### config.mk
export PLATFORM = sky130hd
export DESIGN_NAME = stream_snoop_filter
export DESIGN_NICKNAME = d
export VERILOG_FILES = /design/src/rtl/ssf_pkg.sv /design/src/rtl/ssf_stream_reg.sv /design/src/rtl/ssf_fill_pick.sv /design/src/rtl/stream_snoop_filter.sv
export SDC_FILE = /design/constraint.sdc
export NUM_CORES = 1
export LEC_CHECK = 0
export CAP_MARGIN = 15
export CORE_MARGIN = 2
export CORE_UTILIZATION = 34
export CTS_CLUSTER_SIZE = 16
export DETAILED_ROUTE_END_ITERATION = 10
export PLACE_DENSITY_LB_ADDON = 0.3
export SYNTH_ARGS = -nofsm -noshare
export SYNTH_HDL_FRONTEND = slang
export SYNTH_SLANG_ARGS = --single-unit
### constraint.sdc
create_clock -name clk -period 14.15 [get_ports clk]
set_clock_uncertainty 0.15 [all_clocks]
set_input_delay 1.415 -clock clk [delete_from_list [all_inputs] [get_ports clk]]
set_output_delay 1.415 -clock clk [all_outputs]
set_load 0.01 [all_outputs]
### src/rtl/ssf_pkg.sv
// Package: shared definitions for the counting stream register snoop filter.
// Assumes nothing beyond IEEE 1800-2017.
package ssf_pkg;

    // Decision returned for one snoop.
    typedef enum logic {
        SNP_FILTER  = 1'b0,
        SNP_FORWARD = 1'b1
    } snp_dec_e;

endpackage

### src/rtl/ssf_stream_reg.sv
// Module: one stream register (base, significance mask, occupancy counter).
// It reports its emptiness, the mask cost of a candidate fill and whether it
// covers the eviction address. It also reports whether its post-update state
// covers the snoop address, which gives the fill-first ordering.
// Assumes: load and drop are never set while the register is empty at the same time as drop.
module ssf_stream_reg #(
    parameter int ADDR_W = 16,
    parameter int CNT_W  = 3,
    parameter int CW     = 5
) (
    input  logic              clk,
    input  logic              rst_n,
    input  logic              flush,
    input  logic              load,
    input  logic [ADDR_W-1:0] fill_line,
    input  logic              drop,
    input  logic [ADDR_W-1:0] evict_line,
    input  logic [ADDR_W-1:0] snoop_line,
    output logic              is_empty,
    output logic [CW-1:0]     fill_cost,
    output logic              evict_cover,
    output logic              snoop_hit
);
    localparam logic [CNT_W-1:0] CMAX = '1;

    logic [ADDR_W-1:0] base_q, mask_q, base_d, mask_d;
    logic [CNT_W-1:0]  cnt_q, cnt_d;

    // Combinational status seen by the selector and the eviction logic.
    always_comb begin
        is_empty    = (cnt_q == '0);
        fill_cost   = CW'($countones((fill_line ^ base_q) & mask_q));
        evict_cover = !is_empty && (((evict_line ^ base_q) & mask_q) == '0);
    end

    // Next-state computation: flush, then fill widening, then counting.
    always_comb begin
        base_d = base_q;
        mask_d = mask_q;
        cnt_d  = cnt_q;
        if (flush) begin
            base_d = '0;
            mask_d = '0;
            cnt_d  = '0;
        end else begin
            if (load) begin
                if (cnt_q == '0) begin
                    base_d = fill_line;
                    mask_d = '1;
                end else begin
                    mask_d = mask_q & ~(fill_line ^ base_q);
                end
            end
            if (cnt_q != CMAX) begin
                if (load && !drop)
                    cnt_d = cnt_q + 1'b1;
                else if (!load && drop)
                    cnt_d = cnt_q - 1'b1;
            end
        end
    end

    // Snoop coverage evaluated on the state after this cycle's updates.
    always_comb begin
        snoop_hit = (cnt_d != '0) && (((snoop_line ^ base_d) & mask_d) == '0);
    end

    // State register with synchronous active-low reset.
    always_ff @(posedge clk) begin
        if (!rst_n) begin
            base_q <= '0;
            mask_q <= '0;
            cnt_q  <= '0;
        end else begin
            base_q <= base_d;
            mask_q <= mask_d;
            cnt_q  <= cnt_d;
        end
    end

    // an occupied register's mask never regains significant bits.
    p_mask_only_widens_r5: assert property (@(posedge clk) disable iff (!rst_n)
        (cnt_q != '0 && !flush) |=> ((mask_q & ~$past(mask_q)) == '0));

    // a saturated counter stays saturated until a flush.
    p_sat_holds_r8: assert property (@(posedge clk) disable iff (!rst_n)
        (cnt_q == CMAX && !flush) |=> (cnt_q == CMAX));

    // after a fill the register is occupied and covers the filled line.
    p_fill_covered_r3: assert property (@(posedge clk) disable iff (!rst_n)
        (load && !flush) |=> (cnt_q != '0) && ((($past(fill_line) ^ base_q) & mask_q) == '0));

    // a lone decrement lowers an unsaturated count by exactly one.
    p_drop_counts_r6: assert property (@(posedge clk) disable iff (!rst_n)
        (drop && !load && !flush && cnt_q != CMAX) |=> (cnt_q == $past(cnt_q) - 1'b1));

    // flush leaves the register empty.
    p_flush_empties_r10: assert property (@(posedge clk) disable iff (!rst_n)
        flush |=> (cnt_q == '0));

endmodule

### src/rtl/ssf_fill_pick.sv
// Module: chooses the register that receives a fill.
// Lowest-index empty register first; otherwise the smallest mask cost,
// with ties going to the lowest index. Output is one-hot.
// Assumes: N >= 1; costs are packed register 0 in the low slice.
module ssf_fill_pick #(
    parameter int N  = 4,
    parameter int CW = 5
) (
    input  logic [N-1:0]    empty_vec,
    input  logic [N*CW-1:0] cost_flat,
    output logic [N-1:0]    pick
);
    // Priority search over empty registers, then over mask cost.
    always_comb begin
        logic          found;
        int            best;
        logic [CW-1:0] best_cost;
        pick      = '0;
        found     = 1'b0;
        best      = 0;
        best_cost = cost_flat[CW-1:0];
        for (int i = 0; i < N; i++) begin
            if (!found && empty_vec[i]) begin
                found = 1'b1;
                best  = i;
            end
        end
        if (!found) begin
            for (int i = 1; i < N; i++) begin
                if (cost_flat[i*CW +: CW] < best_cost) begin
                    best_cost = cost_flat[i*CW +: CW];
                    best      = i;
                end
            end
        end
        pick[best] = 1'b1;
    end
endmodule

### src/rtl/stream_snoop_filter.sv
// Module: top of the counting stream register snoop filter.
// Routes each fill to one register. Applies an eviction only when exactly one
// occupied register covers it. Registers a forward/filter decision one cycle
// after each snoop. Assumes evictions name lines that were previously filled.
module stream_snoop_filter #(
    parameter int ADDR_W = 16,
    parameter int NUM_REG = 4,
    parameter int CNT_W  = 3
) (
    input  logic              clk,
    input  logic              rst_n,
    input  logic              flush,
    input  logic              fill_valid,
    input  logic [ADDR_W-1:0] fill_line,
    input  logic              evict_valid,
    input  logic [ADDR_W-1:0] evict_line,
    input  logic              snoop_valid,
    input  logic [ADDR_W-1:0] snoop_line,
    output logic              resp_valid,
    output logic              resp_forward
);
    import ssf_pkg::*;

    localparam int CW = $clog2(ADDR_W + 1);

    logic [NUM_REG-1:0]    empty_vec, pick, cover_vec, hit_vec, drop_vec, load_vec;
    logic [NUM_REG*CW-1:0] cost_flat;
    logic                  single_cover;
    snp_dec_e              dec_d;

    ssf_fill_pick #(.N(NUM_REG), .CW(CW)) u_pick (
        .empty_vec (empty_vec),
        .cost_flat (cost_flat),
        .pick      (pick)
    );

    // Eviction is applied only when its owner is unambiguous.
    always_comb begin
        single_cover = (cover_vec != '0) && ((cover_vec & (cover_vec - 1'b1)) == '0);
        drop_vec     = (evict_valid && single_cover) ? cover_vec : '0;
        load_vec     = fill_valid ? pick : '0;
        dec_d        = (snoop_valid && (|hit_vec)) ? SNP_FORWARD : SNP_FILTER;
    end

    for (genvar g = 0; g < NUM_REG; g++) begin : g_reg
        logic [CW-1:0] cost_g;
        ssf_stream_reg #(.ADDR_W(ADDR_W), .CNT_W(CNT_W), .CW(CW)) u_sr (
            .clk         (clk),
            .rst_n       (rst_n),
            .flush       (flush),
            .load        (load_vec[g]),
            .fill_line   (fill_line),
            .drop        (drop_vec[g]),
            .evict_line  (evict_line),
            .snoop_line  (snoop_line),
            .is_empty    (empty_vec[g]),
            .fill_cost   (cost_g),
            .evict_cover (cover_vec[g]),
            .snoop_hit   (hit_vec[g])
        );
        assign cost_flat[g*CW +: CW] = cost_g;
    end

    // Registered snoop decision.
    always_ff @(posedge clk) begin
        if (!rst_n) begin
            resp_valid   <= 1'b0;
            resp_forward <= 1'b0;
        end else begin
            resp_valid   <= snoop_valid;
            resp_forward <= (dec_d == SNP_FORWARD);
        end
    end

    // a fill selects exactly one register.
    p_one_target_r4: assert property (@(posedge clk) disable iff (!rst_n)
        fill_valid |-> $onehot(pick));

    // a response follows each snoop one cycle later, and only then.
    p_resp_timing_r2: assert property (@(posedge clk) disable iff (!rst_n)
        snoop_valid |=> resp_valid);
    p_no_spurious_resp_r2: assert property (@(posedge clk) disable iff (!rst_n)
        !snoop_valid |=> !resp_valid);

    // an ambiguous eviction decrements nothing.
    p_ambiguous_ignored_r7: assert property (@(posedge clk) disable iff (!rst_n)
        (evict_valid && $countones(cover_vec) > 1) |-> (drop_vec == '0));

    // a snoop during a flush is filtered.
    p_flush_filters_r10: assert property (@(posedge clk) disable iff (!rst_n)
        (flush && snoop_valid) |=> !resp_forward);

endmodule

Yosys cells after proc, flatten, opt, wreduce, memory -nomap -nowiden:

Index checks and enable logic that the tools add are counted.

* bits in registers: 142
* logic and storage cells: 242

* order comparisons: 5
* bitwise gates (word level): 33
* multiplexer cells: 60
* reduce and logical (&&, ||, !) cells: 57
* add/subtract/negate cells: 69
* equal/unequal tests: 4

Operators by type and width (number)
* 16-bit two-way mux: 24
* 16-bit bitwise AND: 16
* 16-bit XOR: 12
* 5-bit adder: 28
* 16-bit zero test: 8
* 1-bit by 1-bit adder with 2-bit output: 32
* 16-bit NOT: 4
* 3-bit two-way mux: 16
* 32-bit by 1-bit greater-or-equal comparator with 1-bit output, second input constant: 1
* 32-bit by 4-bit less-than comparator with 1-bit output, second input constant: 1
* 32-bit two-way mux: 1
* 1-bit logical AND: 23
* 5-bit two-way mux: 4
* 1-bit zero test: 15
* 5-bit less-than comparator: 3
* 3-bit by 1-bit adder with 3-bit output, second input constant: 4
* 3-bit zero test: 4
* 3-bit inequality test, second input constant: 4
* 3-bit nonzero test: 4
* 3-bit by 1-bit subtractor with 3-bit output, second input constant: 4
* 2-bit two-way mux: 5
* 4-bit two-way mux: 2
* 1-bit two-way mux: 7
* 4-bit bitwise AND: 1
* 5 further kinds: 5

Logic depth before layout (Yosys ltp):

* depth after elaboration: 34
* depth in mapped cells: 43
* mapped depth without buffers: 39

Cells and area by module:

A second synthesis with hierarchy kept.

* cells, all modules: 1613
* area, all modules: 12446.9 um^2

Modules (own cells, without submodules)
* ssf_stream_reg (g_reg[2].u_sr ...): seq. area each 700.7 um^2, area each 2914.0 um^2, times used 2, cells an instance 378
* ssf_stream_reg (g_reg[0].u_sr): seq. area each 700.7 um^2, area each 2962.8 um^2, times used 1, cells an instance 389
* ssf_stream_reg (g_reg[1].u_sr): seq. area each 700.7 um^2, area each 2932.8 um^2, times used 1, cells an instance 385
* ssf_fill_pick: seq. area each 0.0 um^2, area each 584.3 um^2, times used 1, cells an instance 69
* stream_snoop_filter: seq. area each 40.0 um^2, area each 138.9 um^2, times used 1, cells an instance 14

Worst setup path before layout:

OpenSTA, ideal clock, no wires.

* kind: input to register
* start point: in fill_line[13]
* end point: reg resp_forward
* cell stages on the path: 37
* path slack: 3.673 ns
* library setup time: 0.130 ns
* path buffers: 2
* required time: 13.870 ns
* arrival: 10.197 ns
* path through: clkbuf_1 buf_1 xor2_1 and2_1 ha_1 inv_1 fa_1 inv_1 fa_1 fa_1 inv_1 fa_1 inv_1 ha_1 inv_1 fa_1 ha_1 a21o_1 a31oi_1 o31ai_1 o21ai_0 ha_1 a211oi_1 o21a_1 o21ai_1 mux2_2 ha_1 a211oi_1 o21bai_1 a2111oi_2 and2_1 a22oi_2 or3_1 or3_1 a31o_2 nand4_1 nand4_1

* word-level cells in the longest chain between the ends: 31

RTL lines
* start, declared: line stream_snoop_filter.sv:14 `input logic [ADDR_W-1:0] fill_line,`
* 16-bit XOR: line ssf_stream_reg.sv:32, ssf_stream_reg.sv:51
* 16-bit bitwise AND: line ssf_stream_reg.sv:32 `fill_cost = CW'($countones((fill_line ^ base_q) & mask_q));`
* 1-bit by 1-bit adder with 2-bit output (not written as such): line ssf_stream_reg.sv:32
* 5-bit adder (not written as such) (3 in series): line ssf_stream_reg.sv:32
* 5-bit less-than comparator: line ssf_fill_pick.sv:30 `if (cost_flat[i*CW +: CW] < best_cost) begin`
* 5-bit two-way mux: line ssf_fill_pick.sv:30
* 5-bit two-way mux: line ssf_fill_pick.sv:28 `if (!found) begin`
* 5-bit less-than comparator: line ssf_fill_pick.sv:30
* [13 not listed]
* 3-bit two-way mux: line ssf_stream_reg.sv:55 `if (load && !drop)`
* 3-bit two-way mux: line ssf_stream_reg.sv:54 `if (cnt_q != CMAX) begin`
* 3-bit two-way mux: line ssf_stream_reg.sv:41 `if (flush) begin`
* 3-bit nonzero test: line ssf_stream_reg.sv:65 `snoop_hit = (cnt_d != '0) && (((snoop_line ^ base_d) & mask_d) == '0);`
* 1-bit logical AND: line ssf_stream_reg.sv:65
* 4-bit OR reduction (*): line stream_snoop_filter.sv:42 `dec_d = (snoop_valid && (|hit_vec)) ? SNP_FORWARD : SNP_FILTER;`
* 1-bit logical AND (*): line stream_snoop_filter.sv:42
* 1-bit two-way mux (*): line stream_snoop_filter.sv:42
* end signal, assigned: line stream_snoop_filter.sv:71 `resp_forward <= (dec_d == SNP_FORWARD);`
* end, declared: line stream_snoop_filter.sv:20 `output logic resp_forward`

Every way passes the cells marked *; elsewhere a longest branch is shown, timed or not. The select of a mux whose other input is x is not followed.
A chain may end at the register's enable or synchronous reset.

Final worst setup path:

* start point: in fill_line[14]
* end point: reg resp_forward

Same word-level chain as after synthesis.

==> run metrics <==
clk_lat worst skew=450 ps; die area=0.0387 sq mm; min cycle time layout=12340 ps; global-route wire length before repair=72900 microns; WL final=48700 microns; starting DRC count in detailed routing=1485; Post-Synthesis Cells=1656; largest family of logic cells by synthesized area=simple AND/OR/NAND/NOR gates; R2R cell count=36; outcome=completed; leading area contributor after synthesis=dfxtp_1; CP arrival=12580 ps; Post-Synth Simple-Gate Area=21.7%; Initial Util=34.5%; PwrDens=95.3 mW/mm^2; Setup crit end kind=flip-flop; critical path class=primary input to flip-flop; clk slew on worst S/H paths=60 ps; Final Hold Fails=0; Total GRT Usage=25.3%; Mean Syn Cell Area=7.62 sq um; DP HPWL=36000 microns; row count=70; vias=12300; clock sinks=142; synth warn=0; Reg2Reg Capture Point=resp_forward; share of layout cells above drive strength 1=5.48%; core area=0.0366 sq mm; clock buffer depth=2; Hold Path Origin=g_reg[3].u_sr.mask_q[7]; Finished Cell Area=0.0142 sq mm; CTS tree=yes; post-DR vias/cell=5.75; Max-slew headroom=25.0%; Synth Area in XOR/XNOR=12.8%; RD Place Congestion=0.986; FMAX=81.0 MHz; Cell variety after synth=84; most frequent cells in the layout=nand2_1, a21oi_1, xor2_1; worst endpoint required time=14390 ps; hold-critical path endpoint=g_reg[3].u_sr.mask_q[7]; Final Cycle Share=87.2%; RSZ-0062 raised after global routing=false; Setup Buffers After CTS=0; initial antenna violation count=0; Port Buf Inserts=55; largest net degree at the start of global routing=89; Avg WL per Cell=22.9 microns; Sum Neg Setup Slack=0 ps; die width=197 microns; Net count, final=1826; Adder-Cell Fraction of Synth Area=14.8%; Setup Viol. Count Final=0; Leak=0.00593 uW; I/O pins=56; die height=197 microns; register area share after synthesis=22.5%; max cap viols=0; CTS root buf=clkbuf_16; Synth Area in Compound Gates=20.1%; Core Util, Final=38.8%; Hold Buf Count CTS=0; GRT Residual Overflow=0; Hold Path Class=flip-flop to flip-flop; max incr delay on CP=860 ps; Detailed Routing Iterations Pass 1=5; Post-Syn Area=0.0126 sq mm; n_diodes=0; number of synthesized flops with an enable pin=0; dpl cell area=0.0136 sq mm; hold depth=2; CTS Buf Count=17; WL met1=21100 microns; CTS H-tree lvls=4; Area contributors post-synth=dfxtp_1, xor2_1, ha_1; post-synthesis mux area share=0.753%; Peak supply drop=0.0000983 V; Max Transition Viols Final=0; slowest library cell on the worst path=clkdlybuf4s50_1; Post-Syn Nets=1833; commonest non-fill, non-tap cell in the layout=nand2_1; Syn-to-layout area delta=12.6%; Synth Flop Type=dfxtp_1; worst r2r src=g_reg[0].u_sr.base_q[13]; Crit Path Max Fanout=16; Synth async-reset ratio=0%; Worst setup SP type=primary input; wire length on met2=20800 microns; Slew @ Worst Pin=1120 ps; met3 WL post-DR=4710 microns; post-cts sizing count=0; max layer used=met4; post-synth top area share=22.5%; Reg2Reg Setup Slack=3190 ps; ANT nets after route=0; DRC violation count after routing=0; vias in the first global route=11700; #FFs+latches synth=142
## worst max-delay path, delay by kind of cell
family	cells	cell delay, ps
buf+inv	6	1160
xor+xnor	1	270
mux	1	320
simple gates	5	1030
compound gates	14	4400
fa+ha+maj	10	3960
## sequential cells by signal, summed over array words and instances, names as in the netlist
| register | cells |
|---|---|
| g.u_sr.base_q | 64 |
| g.u_sr.mask_q | 64 |
| g.u_sr.cnt_q | 12 |
| resp_forward | 1 |
| resp_valid | 1 |
## cell usage after synthesis (all sizes together), types with 6 or more instances
cell type,n
nor2b,15
nand2b,22
xor2,155
nor4,8
nand3b,6
fa,44
xnor2,29
or3,9
mux2i,6
o21ai,44
nand4b,10
a311oi,12
o2111ai,7
dfxtp,142
o211ai,16
a21o,9
a21oi,178
o22ai,14
and4,6
nand2,236
inv,120
nand3,27
nand4,21
a22oi,29
nor3,14
nor3b,6
o31a,6
clkbuf,86
ha,79
and2,62
buf,28
nor2,110
a211oi,6
a31oi,20
## worst max-delay path by stage
stage | end | depth (start not counted) | startpoint
6_report | resp_forward | 37 | fill_line[14]
3_3_place_gp | resp_forward | 37 | fill_line[14]
3_5_place_dp | resp_forward | 37 | fill_line[14]
2_1_floorplan | resp_forward | 37 | fill_line[13]
5_1_grt | g_reg[3].u_sr.base_q[12] | 34 | fill_line[14]
4_1_cts | resp_forward | 37 | fill_line[14]
## cell families after synthesis
group                    count (synthesis)
AND/OR/NAND/NOR                        565
AO/OA/AOI/OAI                          400
buffers and inverters                  234
XOR/XNOR                               184
flip-flops                             142
adder cells (fa/ha/maj)                123
multiplexers                             8
## through the flow
stage	setup slack (ps)	hold WS, ps	cells	total power (uW)
2_1_floorplan	3670	303	1656	699
4_1_cts	1980	341	2130	1350
3_3_place_gp	1780	325	2098	820
3_5_place_dp	1560	328	2098	825
5_1_grt	1370	358	2130	1400
6_report	1810	350	2130	1350
## final cells by class
type                    instances  area (sq um)
well taps                     468           586
clock inverters                13           211
multi-input cells            1280          8880
inverters                     120           450
flip-flops and latches        142          2840
fillers                      3838         22400
repair buffers                 88           798
clock buffers                  19           443
## per-layer routing
metal / GRT usage, % / vias up
li1: - / 5631
met3: 5.00 / 132
met1: 35.0 / 5831
met2: 38.4 / 661
met4: 10.6 / 0
met5: 0 / -
## power by group
part	total (uW)	switching, uW	internal (uW)
clock network	524	205	319
logic	406	259	147
registers	425	14.7	410
total	1350	478	876
(Power assumes the default switching activity.)
